<file path="config.mk">
export PLATFORM = sky130hd
export DESIGN_NAME = scsi_dma_chan
export DESIGN_NICKNAME = d
export VERILOG_FILES = /design/src/rtl/scsi_dma_pkg.sv /design/src/rtl/scsi_dma_decode.sv /design/src/rtl/scsi_dma_regs.sv /design/src/rtl/scsi_dma_xfer.sv /design/src/rtl/scsi_dma_chan.sv
export SDC_FILE = /design/constraint.sdc
export NUM_CORES = 1
export LEC_CHECK = 0
export ABC_AREA = 1
export BUFFER_PORTS_ARGS = -buffer_cell sky130_fd_sc_hd__buf_2
export CAP_MARGIN = 20
export CORE_AREA = 2 2 307 187
export CTS_CLUSTER_DIAMETER = 50
export DETAILED_ROUTE_END_ITERATION = 8
export DIE_AREA = 0 0 309 189
export SYNTH_ARGS = -nofsm -noshare
export SYNTH_HDL_FRONTEND = slang
export SYNTH_SLANG_ARGS = --single-unit
</file>
<file path="constraint.sdc">
create_clock -name clk -period 5.2 [get_ports clk]
set_clock_uncertainty 0.15 [all_clocks]
set_input_delay 0.52 -clock clk [delete_from_list [all_inputs] [get_ports clk]]
set_output_delay 0.52 -clock clk [all_outputs]
set_load 0.005 [all_outputs]
</file>
<file path="src/rtl/scsi_dma_pkg.sv">
package scsi_dma_pkg;
  localparam int unsigned DW   = 32;
  localparam int unsigned NREG = 8;

  typedef enum logic [1:0] {
    OP_IDLE  = 2'd0,
    OP_BLAST = 2'd1,
    OP_ABORT = 2'd2,
    OP_START = 2'd3
  } dma_op_e;

  // register indices inside the DMA part of the window
  localparam int unsigned RI_CMD  = 0;
  localparam int unsigned RI_STC  = 1;
  localparam int unsigned RI_SPA  = 2;
  localparam int unsigned RI_WBC  = 3;
  localparam int unsigned RI_WAC  = 4;
  localparam int unsigned RI_STAT = 5;

  // status bits
  localparam int unsigned SB_PDN   = 0;
  localparam int unsigned SB_ERR   = 1;
  localparam int unsigned SB_ABT   = 2;
  localparam int unsigned SB_DONE  = 3;
  localparam int unsigned SB_CORE  = 4;
  localparam int unsigned SB_BLAST = 5;

  // command and sideband bits
  localparam int unsigned CB_DONE_IE = 4;
  localparam int unsigned SW_WCLR    = 24;

  function automatic logic [DW-1:0] lane_merge(input logic [DW-1:0] cur,
                                               input logic [DW-1:0] nw,
                                               input logic [DW/8-1:0] be);
    logic [DW-1:0] r;
    for (int b = 0; b < DW/8; b++) begin
      r[b*8 +: 8] = be[b] ? nw[b*8 +: 8] : cur[b*8 +: 8];
    end
    return r;
  endfunction
endpackage

</file>
<file path="src/rtl/scsi_dma_decode.sv">
module scsi_dma_decode
  import scsi_dma_pkg::*;
#(
  parameter int unsigned AW = 7
) (
  input  logic [AW-1:0]   addr,
  input  logic [DW/8-1:0] be,
  input  logic [DW-1:0]   wdata,
  input  logic            wr,
  input  logic            rd,
  input  logic [DW-1:0]   core_cur,
  input  logic [DW-1:0]   dma_cur,
  input  logic [DW-1:0]   side_cur,
  output logic            core_wr,
  output logic            core_rd,
  output logic [3:0]      core_idx,
  output logic            dma_wr,
  output logic            dma_rd,
  output logic [2:0]      dma_idx,
  output logic            side_wr,
  output logic [DW-1:0]   wword,
  output logic [DW-1:0]   rdata
);
  localparam logic [AW-1:0] CORE_END = AW'(8'h40);
  localparam logic [AW-1:0] DMA_END  = AW'(8'h60);
  localparam logic [AW-1:0] SIDE_END = AW'(8'h74);

  logic in_core, in_dma, in_side;
  logic [DW-1:0] cur;

  always_comb begin
    in_core = addr < CORE_END;
    in_dma  = !in_core && (addr < DMA_END);
    in_side = (addr >= DMA_END) && (addr < SIDE_END);
    core_idx = addr[5:2];
    dma_idx  = addr[4:2];
    if (in_core)      cur = core_cur;
    else if (in_dma)  cur = dma_cur;
    else if (in_side) cur = side_cur;
    else              cur = '0;
    wword   = lane_merge(cur, wdata, be);
    rdata   = cur;
    core_wr = wr && in_core;
    core_rd = rd && in_core;
    dma_wr  = wr && in_dma;
    dma_rd  = rd && in_dma;
    side_wr = wr && in_side;
  end
endmodule

</file>
<file path="src/rtl/scsi_dma_regs.sv">
module scsi_dma_regs
  import scsi_dma_pkg::*;
#(
  parameter int unsigned LEN_W = 16
) (
  input  logic             clk,
  input  logic             rst_n,
  input  logic             dma_wr,
  input  logic             dma_rd,
  input  logic [2:0]       dma_idx,
  input  logic             side_wr,
  input  logic [DW-1:0]    wword,
  input  logic             core_irq,
  input  logic             chunk_done,
  input  logic [LEN_W-1:0] chunk_len,
  output logic [DW-1:0]    dma_cur,
  output logic [DW-1:0]    side_cur,
  output logic [DW-1:0]    wbc,
  output logic [DW-1:0]    wac,
  output logic             op_start,
  output logic             dma_en,
  output logic             dma_abort,
  output logic             irq
);
  logic [DW-1:0] rq [NREG];
  logic [DW-1:0] rn [NREG];
  logic [DW-1:0] side_q, side_n;
  logic          en_q, en_n;
  logic          abt_q, abt_n;
  logic          ip_q;
  logic          rise, fall, cmd_wr;
  dma_op_e       op_w;

  always_comb begin
    rn     = rq;
    side_n = side_q;
    en_n   = en_q;
    abt_n  = 1'b0;
    rise   = core_irq && !ip_q;
    fall   = !core_irq && ip_q;
    cmd_wr = dma_wr && (dma_idx == 3'(RI_CMD));
    op_w   = dma_op_e'(wword[1:0]);

    if (chunk_done) begin
      rn[RI_WBC] = rq[RI_WBC] - DW'(chunk_len);
      rn[RI_WAC] = rq[RI_WAC] + DW'(chunk_len);
    end

    if (dma_rd && (dma_idx == 3'(RI_STAT)) && !side_q[SW_WCLR])
      rn[RI_STAT][SB_DONE:SB_ERR] = 3'b000;

    if (rise) begin
      rn[RI_STAT][SB_CORE] = 1'b1;
      if ((rq[RI_CMD][1:0] == OP_START) && (rq[RI_WBC] == '0))
        rn[RI_STAT][SB_DONE] = 1'b1;
    end else if (fall) begin
      rn[RI_STAT][SB_CORE] = 1'b0;
    end

    if (side_wr) side_n = wword;

    if (dma_wr) begin
      if (dma_idx == 3'(RI_STAT)) begin
        if (side_q[SW_WCLR])
          rn[RI_STAT][SB_DONE:SB_ERR] = rn[RI_STAT][SB_DONE:SB_ERR] & ~wword[SB_DONE:SB_ERR];
      end else begin
        rn[dma_idx] = wword;
      end
      if (cmd_wr) begin
        unique case (op_w)
          OP_IDLE:  en_n = 1'b0;
          OP_BLAST: rn[RI_STAT][SB_BLAST] = 1'b1;
          OP_ABORT: abt_n = 1'b1;
          OP_START: begin
            rn[RI_WBC] = rq[RI_STC];
            rn[RI_WAC] = rq[RI_SPA];
            rn[RI_STAT][SB_DONE:SB_PDN] = 4'b0000;
            en_n = 1'b1;
          end
          default: ;
        endcase
      end
    end
  end

  always_ff @(posedge clk or negedge rst_n) begin
    if (!rst_n) begin
      for (int i = 0; i < NREG; i++) rq[i] <= '0;
      side_q <= '0;
      en_q   <= 1'b0;
      abt_q  <= 1'b0;
      ip_q   <= 1'b0;
    end else begin
      rq     <= rn;
      side_q <= side_n;
      en_q   <= en_n;
      abt_q  <= abt_n;
      ip_q   <= core_irq;
    end
  end

  assign dma_cur   = rq[dma_idx];
  assign side_cur  = side_q;
  assign wbc       = rq[RI_WBC];
  assign wac       = rq[RI_WAC];
  assign op_start  = rq[RI_CMD][1:0] == OP_START;
  assign dma_en    = en_q;
  assign dma_abort = abt_q;
  assign irq       = rq[RI_STAT][SB_CORE] | (rq[RI_CMD][CB_DONE_IE] & rq[RI_STAT][SB_DONE]);

  // a core interrupt edge is recorded in status on the following cycle
  a_r6_core_rise: assert property (@(posedge clk) disable iff (!rst_n)
    $rose(core_irq) |=> rq[RI_STAT][SB_CORE]);

  // start loads the working count, clears low status, enables DMA
  a_r3_start_load: assert property (@(posedge clk) disable iff (!rst_n)
    (dma_wr && dma_idx == 3'(RI_CMD) && wword[1:0] == OP_START)
      |=> (rq[RI_WBC] == $past(rq[RI_STC])) && (rq[RI_STAT][3:0] == 4'b0000) && en_q);

  // a finished chunk moves the working count down by its length
  a_r4_count_down: assert property (@(posedge clk) disable iff (!rst_n)
    (chunk_done && !dma_wr) |=> rq[RI_WBC] == $past(rq[RI_WBC]) - DW'($past(chunk_len)));

  // blast leaves its mark in status
  a_r10_blast_mark: assert property (@(posedge clk) disable iff (!rst_n)
    (dma_wr && dma_idx == 3'(RI_CMD) && wword[1:0] == OP_BLAST) |=> rq[RI_STAT][SB_BLAST]);
endmodule

</file>
<file path="src/rtl/scsi_dma_xfer.sv">
module scsi_dma_xfer
  import scsi_dma_pkg::*;
#(
  parameter int unsigned LEN_W = 16
) (
  input  logic             clk,
  input  logic             rst_n,
  input  logic             req_valid,
  input  logic [LEN_W-1:0] req_len,
  input  logic             req_dir,
  output logic             req_ready,
  input  logic             op_start,
  input  logic             dma_en,
  input  logic             abort,
  input  logic [DW-1:0]    wbc,
  input  logic [DW-1:0]    wac,
  output logic             mem_valid,
  output logic [DW-1:0]    mem_addr,
  output logic [LEN_W-1:0] mem_len,
  output logic             mem_dir,
  input  logic             mem_ready,
  output logic             chunk_done,
  output logic [LEN_W-1:0] chunk_len
);
  logic             busy_q, busy_n;
  logic [LEN_W-1:0] len_q, len_n, clip;
  logic [DW-1:0]    addr_q, addr_n;
  logic             dir_q, dir_n;
  logic             accept, fin;

  always_comb begin
    req_ready = dma_en && op_start && !busy_q;
    accept    = req_valid && req_ready;
    fin       = busy_q && mem_ready;
    clip      = (wbc < DW'(req_len)) ? wbc[LEN_W-1:0] : req_len;
    busy_n = busy_q;
    len_n  = len_q;
    addr_n = addr_q;
    dir_n  = dir_q;
    if (abort || fin) begin
      busy_n = 1'b0;
    end else if (accept) begin
      busy_n = 1'b1;
      len_n  = clip;
      addr_n = wac;
      dir_n  = req_dir;
    end
  end

  always_ff @(posedge clk or negedge rst_n) begin
    if (!rst_n) begin
      busy_q <= 1'b0;
      len_q  <= '0;
      addr_q <= '0;
      dir_q  <= 1'b0;
    end else begin
      busy_q <= busy_n;
      len_q  <= len_n;
      addr_q <= addr_n;
      dir_q  <= dir_n;
    end
  end

  assign mem_valid  = busy_q;
  assign mem_addr   = addr_q;
  assign mem_len    = len_q;
  assign mem_dir    = dir_q;
  assign chunk_done = fin && !abort;
  assign chunk_len  = len_q;

  // a waiting chunk holds still
  a_r12_hold: assert property (@(posedge clk) disable iff (!rst_n)
    (mem_valid && !mem_ready && !abort)
      |=> mem_valid && $stable(mem_addr) && $stable(mem_len) && $stable(mem_dir));

  // an accepted request shows up on the memory port next cycle
  a_r5_issue: assert property (@(posedge clk) disable iff (!rst_n)
    (req_valid && req_ready && !abort) |=> mem_valid);

  // the issued chunk never exceeds the count it was clipped against
  a_r4_clip: assert property (@(posedge clk) disable iff (!rst_n)
    (req_valid && req_ready && !abort) |=> DW'(mem_len) <= $past(wbc));
endmodule

</file>
<file path="src/rtl/scsi_dma_chan.sv">
module scsi_dma_chan
  import scsi_dma_pkg::*;
#(
  parameter int unsigned LEN_W = 16,
  parameter int unsigned AW    = 7
) (
  input  logic             clk,
  input  logic             rst_n,
  input  logic             hb_wr,
  input  logic             hb_rd,
  input  logic [AW-1:0]    hb_addr,
  input  logic [3:0]       hb_be,
  input  logic [31:0]      hb_wdata,
  output logic [31:0]      hb_rdata,
  output logic             core_wr,
  output logic             core_rd,
  output logic [3:0]       core_idx,
  output logic [31:0]      core_wdata,
  input  logic [31:0]      core_rdata,
  input  logic             core_irq,
  input  logic             xreq_valid,
  input  logic [LEN_W-1:0] xreq_len,
  input  logic             xreq_dir,
  output logic             xreq_ready,
  output logic             mem_valid,
  output logic [31:0]      mem_addr,
  output logic [LEN_W-1:0] mem_len,
  output logic             mem_dir,
  input  logic             mem_ready,
  output logic             dma_en,
  output logic             dma_abort,
  output logic             irq
);
  logic             dma_wr, dma_rd, side_wr, op_start, chunk_done;
  logic [2:0]       dma_idx;
  logic [DW-1:0]    wword, dma_cur, side_cur, wbc, wac;
  logic [LEN_W-1:0] chunk_len;

  scsi_dma_decode #(.AW(AW)) u_dec (
    .addr(hb_addr), .be(hb_be), .wdata(hb_wdata), .wr(hb_wr), .rd(hb_rd),
    .core_cur(core_rdata), .dma_cur(dma_cur), .side_cur(side_cur),
    .core_wr(core_wr), .core_rd(core_rd), .core_idx(core_idx),
    .dma_wr(dma_wr), .dma_rd(dma_rd), .dma_idx(dma_idx),
    .side_wr(side_wr), .wword(wword), .rdata(hb_rdata)
  );

  assign core_wdata = wword;

  scsi_dma_regs #(.LEN_W(LEN_W)) u_regs (
    .clk(clk), .rst_n(rst_n), .dma_wr(dma_wr), .dma_rd(dma_rd),
    .dma_idx(dma_idx), .side_wr(side_wr), .wword(wword),
    .core_irq(core_irq), .chunk_done(chunk_done), .chunk_len(chunk_len),
    .dma_cur(dma_cur), .side_cur(side_cur), .wbc(wbc), .wac(wac),
    .op_start(op_start), .dma_en(dma_en), .dma_abort(dma_abort), .irq(irq)
  );

  scsi_dma_xfer #(.LEN_W(LEN_W)) u_xfer (
    .clk(clk), .rst_n(rst_n), .req_valid(xreq_valid), .req_len(xreq_len),
    .req_dir(xreq_dir), .req_ready(xreq_ready), .op_start(op_start),
    .dma_en(dma_en), .abort(dma_abort), .wbc(wbc), .wac(wac),
    .mem_valid(mem_valid), .mem_addr(mem_addr), .mem_len(mem_len),
    .mem_dir(mem_dir), .mem_ready(mem_ready), .chunk_done(chunk_done),
    .chunk_len(chunk_len)
  );

  // the interrupt never rises without a core edge or a status/enable change
  a_r7_irq_cause: assert property (@(posedge clk) disable iff (!rst_n)
    $rose(irq) |-> ($past(core_irq) || core_irq || $past(hb_wr)));
endmodule

</file>
# Word level (Yosys, flattened, before mapping)
# Cells that the tools add are included.
[op_classes]
n_lt_le_gt_ge = 7
bitwise_logic = 7
n_addsub = 2
mux = 37
n_eq_ne = 5
n_reduce_logical = 34
[ops]
columns = ["op", "count"]
rows = [
  ["$bwmux W256", 1],
  ["$mux W32", 6],
  ["$mux W64", 3],
  ["$mux W160", 1],
  ["$bmux W32 S3", 1],
  ["$demux W32 S3", 1],
  ["$mux W92", 1],
  ["$mux W65", 1],
  ["$add A32 B16 Y32", 1],
  ["$logic_not A32 Y1", 1],
  ["$lt A32 B16 Y1", 1],
  ["$mux W8", 4],
  ["$sub A32 B16 Y32", 1],
  ["$lt A7 B7 Y1 const B", 3],
  ["$logic_and A1 B1 Y1", 19],
  ["$mux W16", 1],
  ["$mux W1", 11],
  ["$mux W3", 3],
  ["$mux W4", 2],
  ["$ge A7 B7 Y1 const B", 1],
  ["$eq A2 B2 Y1 const B", 3],
  ["$logic_not A1 Y1", 6],
  ["$ge A4 B4 Y1 const B", 1],
  ["$lt A4 B1 Y1 const B", 1],
  ["15 further kinds", 18],
]
[totals]
in_bits = 99
register_bits = 341
output_inout_bits = 124
word_cells = 110

# Logic depth before layout (Yosys ltp)
# Gate-level depths: netlist of the first run.
[logic_depth]
word_depth = 15
mapped_depth = 22
depth_no_buf = 18

# By module
# From an unflattened synthesis of the first run, not the netlist that was laid out.
[unflattened]
hier_cells = 2946
area_unflattened_um2 = 21149.0
[modules_own_cells]
columns = ["module", "cells_per_inst", "area_per_inst_um2", "seq_area_each_um2", "n_inst"]
rows = [
  ["scsi_dma_regs", 2318, 17023.8, 7282.0, 1],
  ["scsi_dma_xfer", 363, 2832.7, 1251.2, 1],
  ["scsi_dma_decode", 265, 1292.5, 0.0, 1],
]

# Least setup slack after synthesis of the first run
# No wires, ideal clock.
[synth_path]
path_kind = "input -> register"
start = "input port hb_addr[2]"
end = "register u_regs.rq (netlist bit u_regs.wac[25])"
required_time_ps = 4933
setup_ps = 117
t_arrival_ps = 2677
path_buffers = 6
slack_ps = 2256
cell_stages = 21
path_cell_list = "inv_2 buf_6 nor2_8 buf_6 buf_6 nand2_1 nand4_1 nand3_1 o2111ai_1 nand2_1 buf_6 inv_1 ha_1 nand2_2 clkbuf_1 clkbuf_1 nand2_1 inv_1 nand2_1 nand2_1 nand2_1"
[synth_lines]
columns = ["item", "line_no", "source"]
rows = [
  ["start, declared", "scsi_dma_chan.sv:11", "input logic [AW-1:0] hb_addr,"],
  ["end signal, assigned", "scsi_dma_regs.sv:94", "rq <= rn;"],
  ["end, declared", "scsi_dma_regs.sv:25", "logic [DW-1:0] rq [NREG];"],
]

==> impl_metrics.py, run 1 <==
metrics = {
    "critical_path": {
        "cp_common_cell": "nand2_1",
        "critPathArrivalTime_ps": 4200,
        "path_cells": "buf_4 -> o211ai_4 -> nand2_4 -> inv_2 -> nand2_1 -> nand3_1 -> nand2_1 -> nand2_2 -> ha_1 -> nand2_2 -> inv_1 -> buf_4 -> a21oi_1 -> nand2_1 -> nand2_1 -> a21oi_1",
        "cp_top_family": "buffers and inverters",
        "critPathMaxStageDelay_ps": 660,
        "crit_fanout": 29,
        "path_class": "in2reg",
        "start_kind": "input pin",
        "crit_required_ps": 5540,
        "end_kind": "flop",
        "cp_num_buf_inv": 4,
        "critPathSlowestCell": "inv_1",
    },
    "synth": {
        "yosysTopAreaCell": "dfrtp_1",
        "ys_types": 50,
        "synth_edf_count": 0,
        "synth_ff_type": "dfrtp_1",
        "synth_top_area_share_pct": 40.8,
        "synth_seq_area_share_pct": 40.8,
        "synth_fp_nets": 3126,
        "avgSynthCellArea_um2": 7.04,
        "yosysWarnings": 0,
        "synth_area_mm2": 0.0209,
        "yosys-top-cells-area": "dfrtp_1 (41%), nand2_1 (18%), o21ai_0 (6.8%), nand3_1 (5.7%), inv_1 (4.8%)",
        "synthArstFlopShare_pct": 100,
        "synth-seq-cells": 341,
        "synth_cells": 2975,
    },
    "route": {
        "drt_first_pass_iters": 6,
        "via_count": 20522,
        "viasPerCell": 5.27,
        "wl_mm": 78.7,
        "wl_per_cell_um": 20.2,
        "ant_nets": 0,
        "drt-initial-drc-count": 2221,
        "drc": 0,
    },
    "grt": {
        "grt_start_max_net_pins": 84,
        "grt_pass1_wl_mm": 119,
        "grt-ovfl-total": 0,
        "antenna_found_initial": 1,
        "grt_pass1_vias": 18824,
        "grt_use_total_pct": 26.8,
    },
    "status": {
        "outcome": "finished, final reports clean",
    },
    "die": {
        "core_area_mm2": 0.0555,
        "die_height_um": 189,
        "die-area_mm2": 0.0584,
        "num_rows": 67,
        "start_util_pct": 37.7,
        "die_w_um": 309,
        "io_pins": 223,
    },
    "cells_and_area": {
        "fin_nets": 3253,
        "finalNonFillerCells": 3891,
        "n_fill_cell": 5908,
        "seqCellArea_mm2": 0.00853,
        "multi_input_area_mm2": 0.0105,
        "antenna_cells": 0,
        "area_growth_pct": 14.1,
        "fin_area_mm2": 0.0239,
        "drive_above_1_share_pct": 14.0,
    },
    "place": {
        "routabilityCongestion": 1.01,
        "port_buffers": 220,
        "dp_hpwl_mm": 59.0,
        "dp_slack_ps": 825,
        "dp_cells": 3813,
        "place_area_mm2": 0.0225,
    },
    "timing": {
        "setup_slack_ps": 1350,
        "fin_tns_setup_ps": 0,
        "setup_violations": 0,
        "min_period_ps": 3850,
        "final-hold-violation-count": 0,
        "drv_slew": 0,
        "rsz0062_at_grt": "false",
        "fin_crit_sh_pct": 74.1,
        "slew_headroom_pct": 29.3,
        "fmax_ghz": 0.259,
        "tightest_slew_ps": 1060,
    },
    "flow_run": {
        "timing.max_cap.violations": 0,
    },
    "worst_hold_path": {
        "hold_class": "in2reg",
    },
    "clocking": {
        "cts-root-buf": "clkbuf_16",
        "post_cts_resized": 0,
        "cts_hold_buf": 2,
        "cts.clk_slew.worst_paths_ps": 60,
        "cts_tree": "yes",
        "h-tree-depth": 2,
        "cts_buffers": 41,
        "post_cts_buffers": 0,
        "cts_sinks": 341,
        "cts_buffer_depth": 3,
        "clk_latency_ps": 580,
    },
    "power_and_ir_drop": {
        "peakVddDrop_v": 0.000258,
        "cellLeakagePower_nw": 12.2,
        "p_per_area_mw_per_mm2": 394,
        "fin_total_pwr_mw": 9.41,
    },
}
[kinds of logic (layout without fill, tap and decap cells)]
group	Yosys count	after routing	synth area share, %
AND/OR/NAND/NOR	1551	1551	31.4
XOR/XNOR	15	15	0.628
adder cells (fa/ha/maj)	52	52	3.18
buffers and inverters	464	621	9.21
flip-flops	341	341	40.8
AO/OA/AOI/OAI	552	552	14.9
[power breakdown]
part	internal, mW	switching (mW)	total [mW]
Combinational	0.915	1.89	2.80
Clock	1.70	1.26	2.95
Sequential	3.12	0.540	3.66
[layer usage]
layer / GRT usage [%] / routed length [um] / vias up
li1: - / - / 9921
met2: 40.2 / 34100 / 703
met4: 4.89 / 1360 / 0
met5: 0 / 0 / -
met1: 39.6 / 36800 / 9817
met3: 5.84 / 6530 / 81
[stage by stage]
step | utilization, % | hold WS, ps
finish | 43.0 | 37.0
global route | 43.0 | 58.7
CTS | 42.9 | 21.2
detailed placement | 40.5 | 216
global placement | 40.5 | 215
floorplan | - | 74.4
[synthesized netlist by cell type (6+ instances only)]
cell type  instances
clkbuf_1         111
a21oi_1          128
o21bai_1          10
o21ai_0          283
nor2_1           174
inv_2             17
or2_2             35
a21boi_0           6
o211ai_1          44
nand4_1           56
ha_1              50
a21boi_2           7
xor2_1            10
buf_2             29
nand3_1          237
nor3_1            28
dfrtp_1          341
buf_1             10
buf_4             11
a21boi_1           6
buf_6             14
nand2_1          977
inv_1            270
o21ai_1           32
o21ai_2           13
nand2_2           23
[area by class of cell]
| class | instances | share of cell area [%] |
|---|---|---|
| Tap cell | 759 | 3.98 |
| Inverter | 289 | 4.55 |
| Clock buffer | 58 | 4.95 |
| Timing Repair Buffer | 259 | 6.17 |
| Sequential cell | 341 | 35.7 |
| Clock inverter | 15 | 0.686 |
| Multi-Input combinational cell | 2170 | 43.9 |
[worst paths after layout]
check,from,end,slack [ps],cells past startpoint
setup / recovery,hb_addr[2],u_regs.wbc[23],1350,16
hold / removal,xreq_dir,u_xfer.mem_dir,40,3
setup reg to reg,u_regs.wbc[0],u_regs.wbc[23],1560,14
hold reg to reg,u_regs.rq[89],u_regs.rq[89],230,0
max in group asynchronous,rst_n,u_xfer.mem_addr[12],3310,3
min in group asynchronous,rst_n,u_xfer.mem_addr[29],430,2
[flip-flops by register name (all words and copies together), names as in the netlist]
register,cells
u_xfer.mem_valid,1
u_xfer.mem_addr,32
u_regs.dma_abort,1
u_regs.rq,192
u_regs.side_cur,32
u_xfer.chunk_len,16
u_regs.ip_q,1
u_regs.dma_en,1
u_xfer.mem_dir,1
u_regs.wac,32
u_regs.wbc,32
[cells in the final DEF, fill, tap and decap left out, types with 19 or more instances in the layout]
cell,n
clkbuf_16,42
nand4_1,56
or2_2,35
a21oi_1,128
dfrtp_1,341
o21ai_0,283
ha_1,50
inv_2,19
o211ai_1,44
inv_1,268
nand3_1,235
nand2_2,24
buf_4,33
buf_2,218
nor3_1,28
nand2_1,976
nor2_1,172
o21ai_1,32
[worst min-delay path, delay by kind of cell]
family	cells	cell delay (ps)
simple gates	2	90
buf+inv	1	80
(Power assumes the default switching activity.)
==> run 2: changes to the inputs <==
--- a/config.mk
+++ b/config.mk
@@ -5,13 +5,13 @@
 export SDC_FILE = /design/constraint.sdc
 export NUM_CORES = 1
 export LEC_CHECK = 0
-export ABC_AREA = 1
+export ABC_AREA = 0
 export BUFFER_PORTS_ARGS = -buffer_cell sky130_fd_sc_hd__buf_2
 export CAP_MARGIN = 20
-export CORE_AREA = 2 2 307 187
+export CORE_AREA = 2 2 291 178
 export CTS_CLUSTER_DIAMETER = 50
 export DETAILED_ROUTE_END_ITERATION = 8
-export DIE_AREA = 0 0 309 189
+export DIE_AREA = 0 0 293 180
 export SYNTH_ARGS = -nofsm -noshare
 export SYNTH_HDL_FRONTEND = slang
 export SYNTH_SLANG_ARGS = --single-unit
==> constraint.sdc (replaced) <==
create_clock -name clk -period 3.1 [get_ports clk]
set_clock_uncertainty 0.15 [all_clocks]
set_input_delay 0.31 -clock clk [delete_from_list [all_inputs] [get_ports clk]]
set_output_delay 0.31 -clock clk [all_outputs]
set_load 0.005 [all_outputs]
==> run 2 against run 1 <==
The flow now finishes with violations (negative setup slack). Area after synthesis down 10%. Power up 59%. Non-clock buffer count up 236. Global-route usage down 1.0 points. Hold slack worse by 14 ps. Combinational power up 59%. Clock-buffer cell count down 11. Wire length down 13%. Flip-flop and latch count unchanged. Setup slack worse by 1400 ps. Core utilization up 4.9 points.
==> impl_metrics.py, run 2 <==
metrics = {
    "status": {
        "outcome": "finished, violations left",
        "failed_checks": "negative setup slack",
    },
    "cells_and_area": {
        "antenna_cells": 0,
        "area_growth_pct": 28.2,
        "top_register": "u_regs.rq",
        "fin_nets": 2417,
        "mostFrequentLayoutCell": "dfrtp_1",
        "layout_common_cells": "dfrtp_1 (338), nand2_1 (281), buf_4 (225), buf_2 (215), o21ai_1 (165)",
        "drive_above_1_share_pct": 32.4,
        "largest_register_ffs": 192,
    },
    "critical_path": {
        "end_kind": "output pin",
        "critPathArrivalTime_ps": 2680,
        "path_cells": "buf_6 -> mux4_2 -> mux2_4 -> a221oi_4 -> nor2_2 -> mux2i_4 -> inv_2 -> buf_6",
        "r2r_cells": 13,
        "cp_top_family": "multiplexers",
        "cp.depth": 8,
        "critPathSlowestCell": "mux4_2",
        "path_class": "reg2out",
        "cp_common_cell": "buf_6",
        "critPathMaxStageDelay_ps": 470,
        "start_kind": "flop",
        "cp_num_buf_inv": 3,
        "crit_fanout": 3,
        "crit_required_ps": 2640,
    },
    "timing": {
        "slew_headroom_pct": 52.6,
        "tightest_slew_ps": 712,
        "drv_slew": 0,
        "fmax_ghz": 0.318,
        "setup_slack_ps": -41.9,
        "fin_tns_setup_ps": -41.9,
        "fin_crit_sh_pct": 101,
        "final-hold-violation-count": 0,
        "min_period_ps": 3140,
        "setup_violations": 1,
        "fin_hold_ws_ps": 23.3,
        "rsz0062_at_grt": "true",
    },
    "power_and_ir_drop": {
        "cellLeakagePower_nw": 11.4,
        "fin_total_pwr_mw": 15.0,
        "p_per_area_mw_per_mm2": 623,
        "peakVddDrop_v": 0.000354,
    },
    "route": {
        "wl_per_cell_um": 23.2,
        "viasPerCell": 5.66,
        "via_count": 16700,
        "drt-initial-drc-count": 1581,
        "wl_mm": 68.6,
        "ant_nets": 0,
        "drt_first_pass_iters": 5,
        "drc": 0,
    },
    "die": {
        "die_height_um": 180,
        "num_rows": 64,
        "die_w_um": 293,
        "core_area_mm2": 0.0502,
        "die-area_mm2": 0.0527,
        "start_util_pct": 37.4,
        "io_pins": 223,
    },
    "grt": {
        "grt_start_max_net_pins": 73,
        "grt_pass1_wl_mm": 103,
        "grt_use_total_pct": 25.8,
        "grt_pass1_vias": 16445,
        "antenna_found_initial": 1,
        "grt-ovfl-total": 0,
    },
    "place": {
        "routabilityCongestion": 0.911,
        "port_buffers": 220,
        "dp_hpwl_mm": 50.2,
    },
    "synth": {
        "synth_cells": 1885,
        "avgSynthCellArea_um2": 9.96,
        "yosysWarnings": 0,
        "yosysTopAreaCell": "dfrtp_1",
        "synth-seq-cells": 341,
        "synth_area_mm2": 0.0188,
        "synthArstFlopShare_pct": 100,
        "synthTopCellsByCount": "dfrtp_1 (341), nand2_1 (288), o21ai_1 (165), clkbuf_1 (107), nor2_1 (99)",
        "synth_top_area_share_pct": 45.4,
        "synth.most_common_cell": "dfrtp_1",
        "ys_types": 84,
        "synth_edf_count": 0,
        "yosys-top-cells-area": "dfrtp_1 (45%), mux4_2 (7.7%), nand2_1 (5.8%), o21ai_1 (4.4%), ha_1 (3.3%)",
        "synth_ff_type": "dfrtp_1",
        "synth_fp_nets": 2036,
        "synth_seq_area_share_pct": 45.4,
    },
    "worst_hold_path": {
        "hold_class": "in2reg",
        "hold_depth": 5,
    },
    "clocking": {
        "cts-root-buf": "clkbuf_16",
        "h-tree-depth": 2,
        "cts_buffers": 36,
        "clk_latency_ps": 550,
        "cts_tree": "yes",
        "cts_buffer_depth": 3,
        "cts.clk_slew.worst_paths_ps": 70,
        "cts_sinks": 341,
    },
    "flow_run": {
        "timing.max_cap.violations": 0,
    },
}
==> run 2: changes by cell type after synthesis, moves of 50 or more <==
cell,previous run,this run
nand2_1,977,288
mux4_2,0,64
o21ai_0,283,72
nand3_1,237,17
a21oi_1,128,78
nor2_1,174,99
o21ai_1,32,165
inv_1,270,75
==> run 2: cells by family after synthesis <==
| kind of cell | after synthesis | synth area share, % |
|---|---|---|
| simple gates | 507 | 12.0 |
| buf+inv | 243 | 5.37 |
| mux | 166 | 13.8 |
| xor+xnor | 42 | 1.96 |
| compound gates | 533 | 17.8 |
| flops | 341 | 45.4 |
| fa+ha+maj | 53 | 3.60 |
==> run 2: path summary, 6_finish.rpt <==
check | from | slack [ps] | endpoint
worst max register to register | u_regs.wbc[0] | 0 | u_regs.wac[28]
worst min-delay path | hb_wdata[2] | 20 | u_regs.rq[66]
worst min register to register | u_regs.rq[90] | 220 | u_regs.rq[90]
min in group asynchronous | rst_n | 230 | u_xfer.mem_addr[12]
max in group asynchronous | rst_n | 1660 | u_regs.side_cur[3]
worst max-delay path | u_regs.wbc[10] | -40 | core_wdata[10]
==> run 2: where the power goes <==
group / leakage (nW) / total [mW] / internal (mW) / switching [mW]
clock network: 0.606 / 4.75 / 2.80 / 1.94
logic: 6.26 / 4.45 / 2.06 / 2.39
registers: 4.48 / 5.79 / 5.15 / 0.640
==> run 2: tightest hold or removal path, stage by stage <==
cell and delay, ps:
buf_2 80, nand2_1 40, o21a_1 120, inv_2 80
a21oi_1 60
==> run 2: routing by layer <==
layer	global-route usage, %	routed length, um	part of all wire (%)	vias to the layer above
met5	0	0	0	-
met4	7.16	1730	2.5	0
met3	5.92	6020	8.8	95
met2	37.0	29000	42	735
met1	38.6	31900	46	8312
li1	-	-	-	7558
==> run 2: repair_timing <==
item | in CTS | in global routing
hold endpoints to repair | 85 | 0
setup endpoints to repair | 38 | 43
setup buffers | 0 | 24
resized for setup | 18 | 47
hold buffers | 21 | 0
pin swaps | 4 | 11
==> run 2: cell type report <==
cell class	count	area, um2
Inverter	91	342
Clock inverter	17	270
Multi-Input combinational cell	1301	9540
Fill cell	4665	26100
Timing Repair Buffer	495	3550
Clock buffer	47	1000
Sequential cell	341	8540
Tap cell	660	826
==> run 2: per-stage QoR <==
step | utilization [%] | std cells | worst slack [ps] | cell area (um2)
global route | 47.9 | 2952 | -91.2 | 24100
detailed placement | 44.0 | 2843 | -140 | 22100
global placement | 44.0 | 2843 | -109 | 22100
CTS | 47.2 | 2928 | -66.0 | 23700
finish | 47.9 | 2952 | -41.9 | 24100
floorplan | - | 1885 | 2.66 | 18800
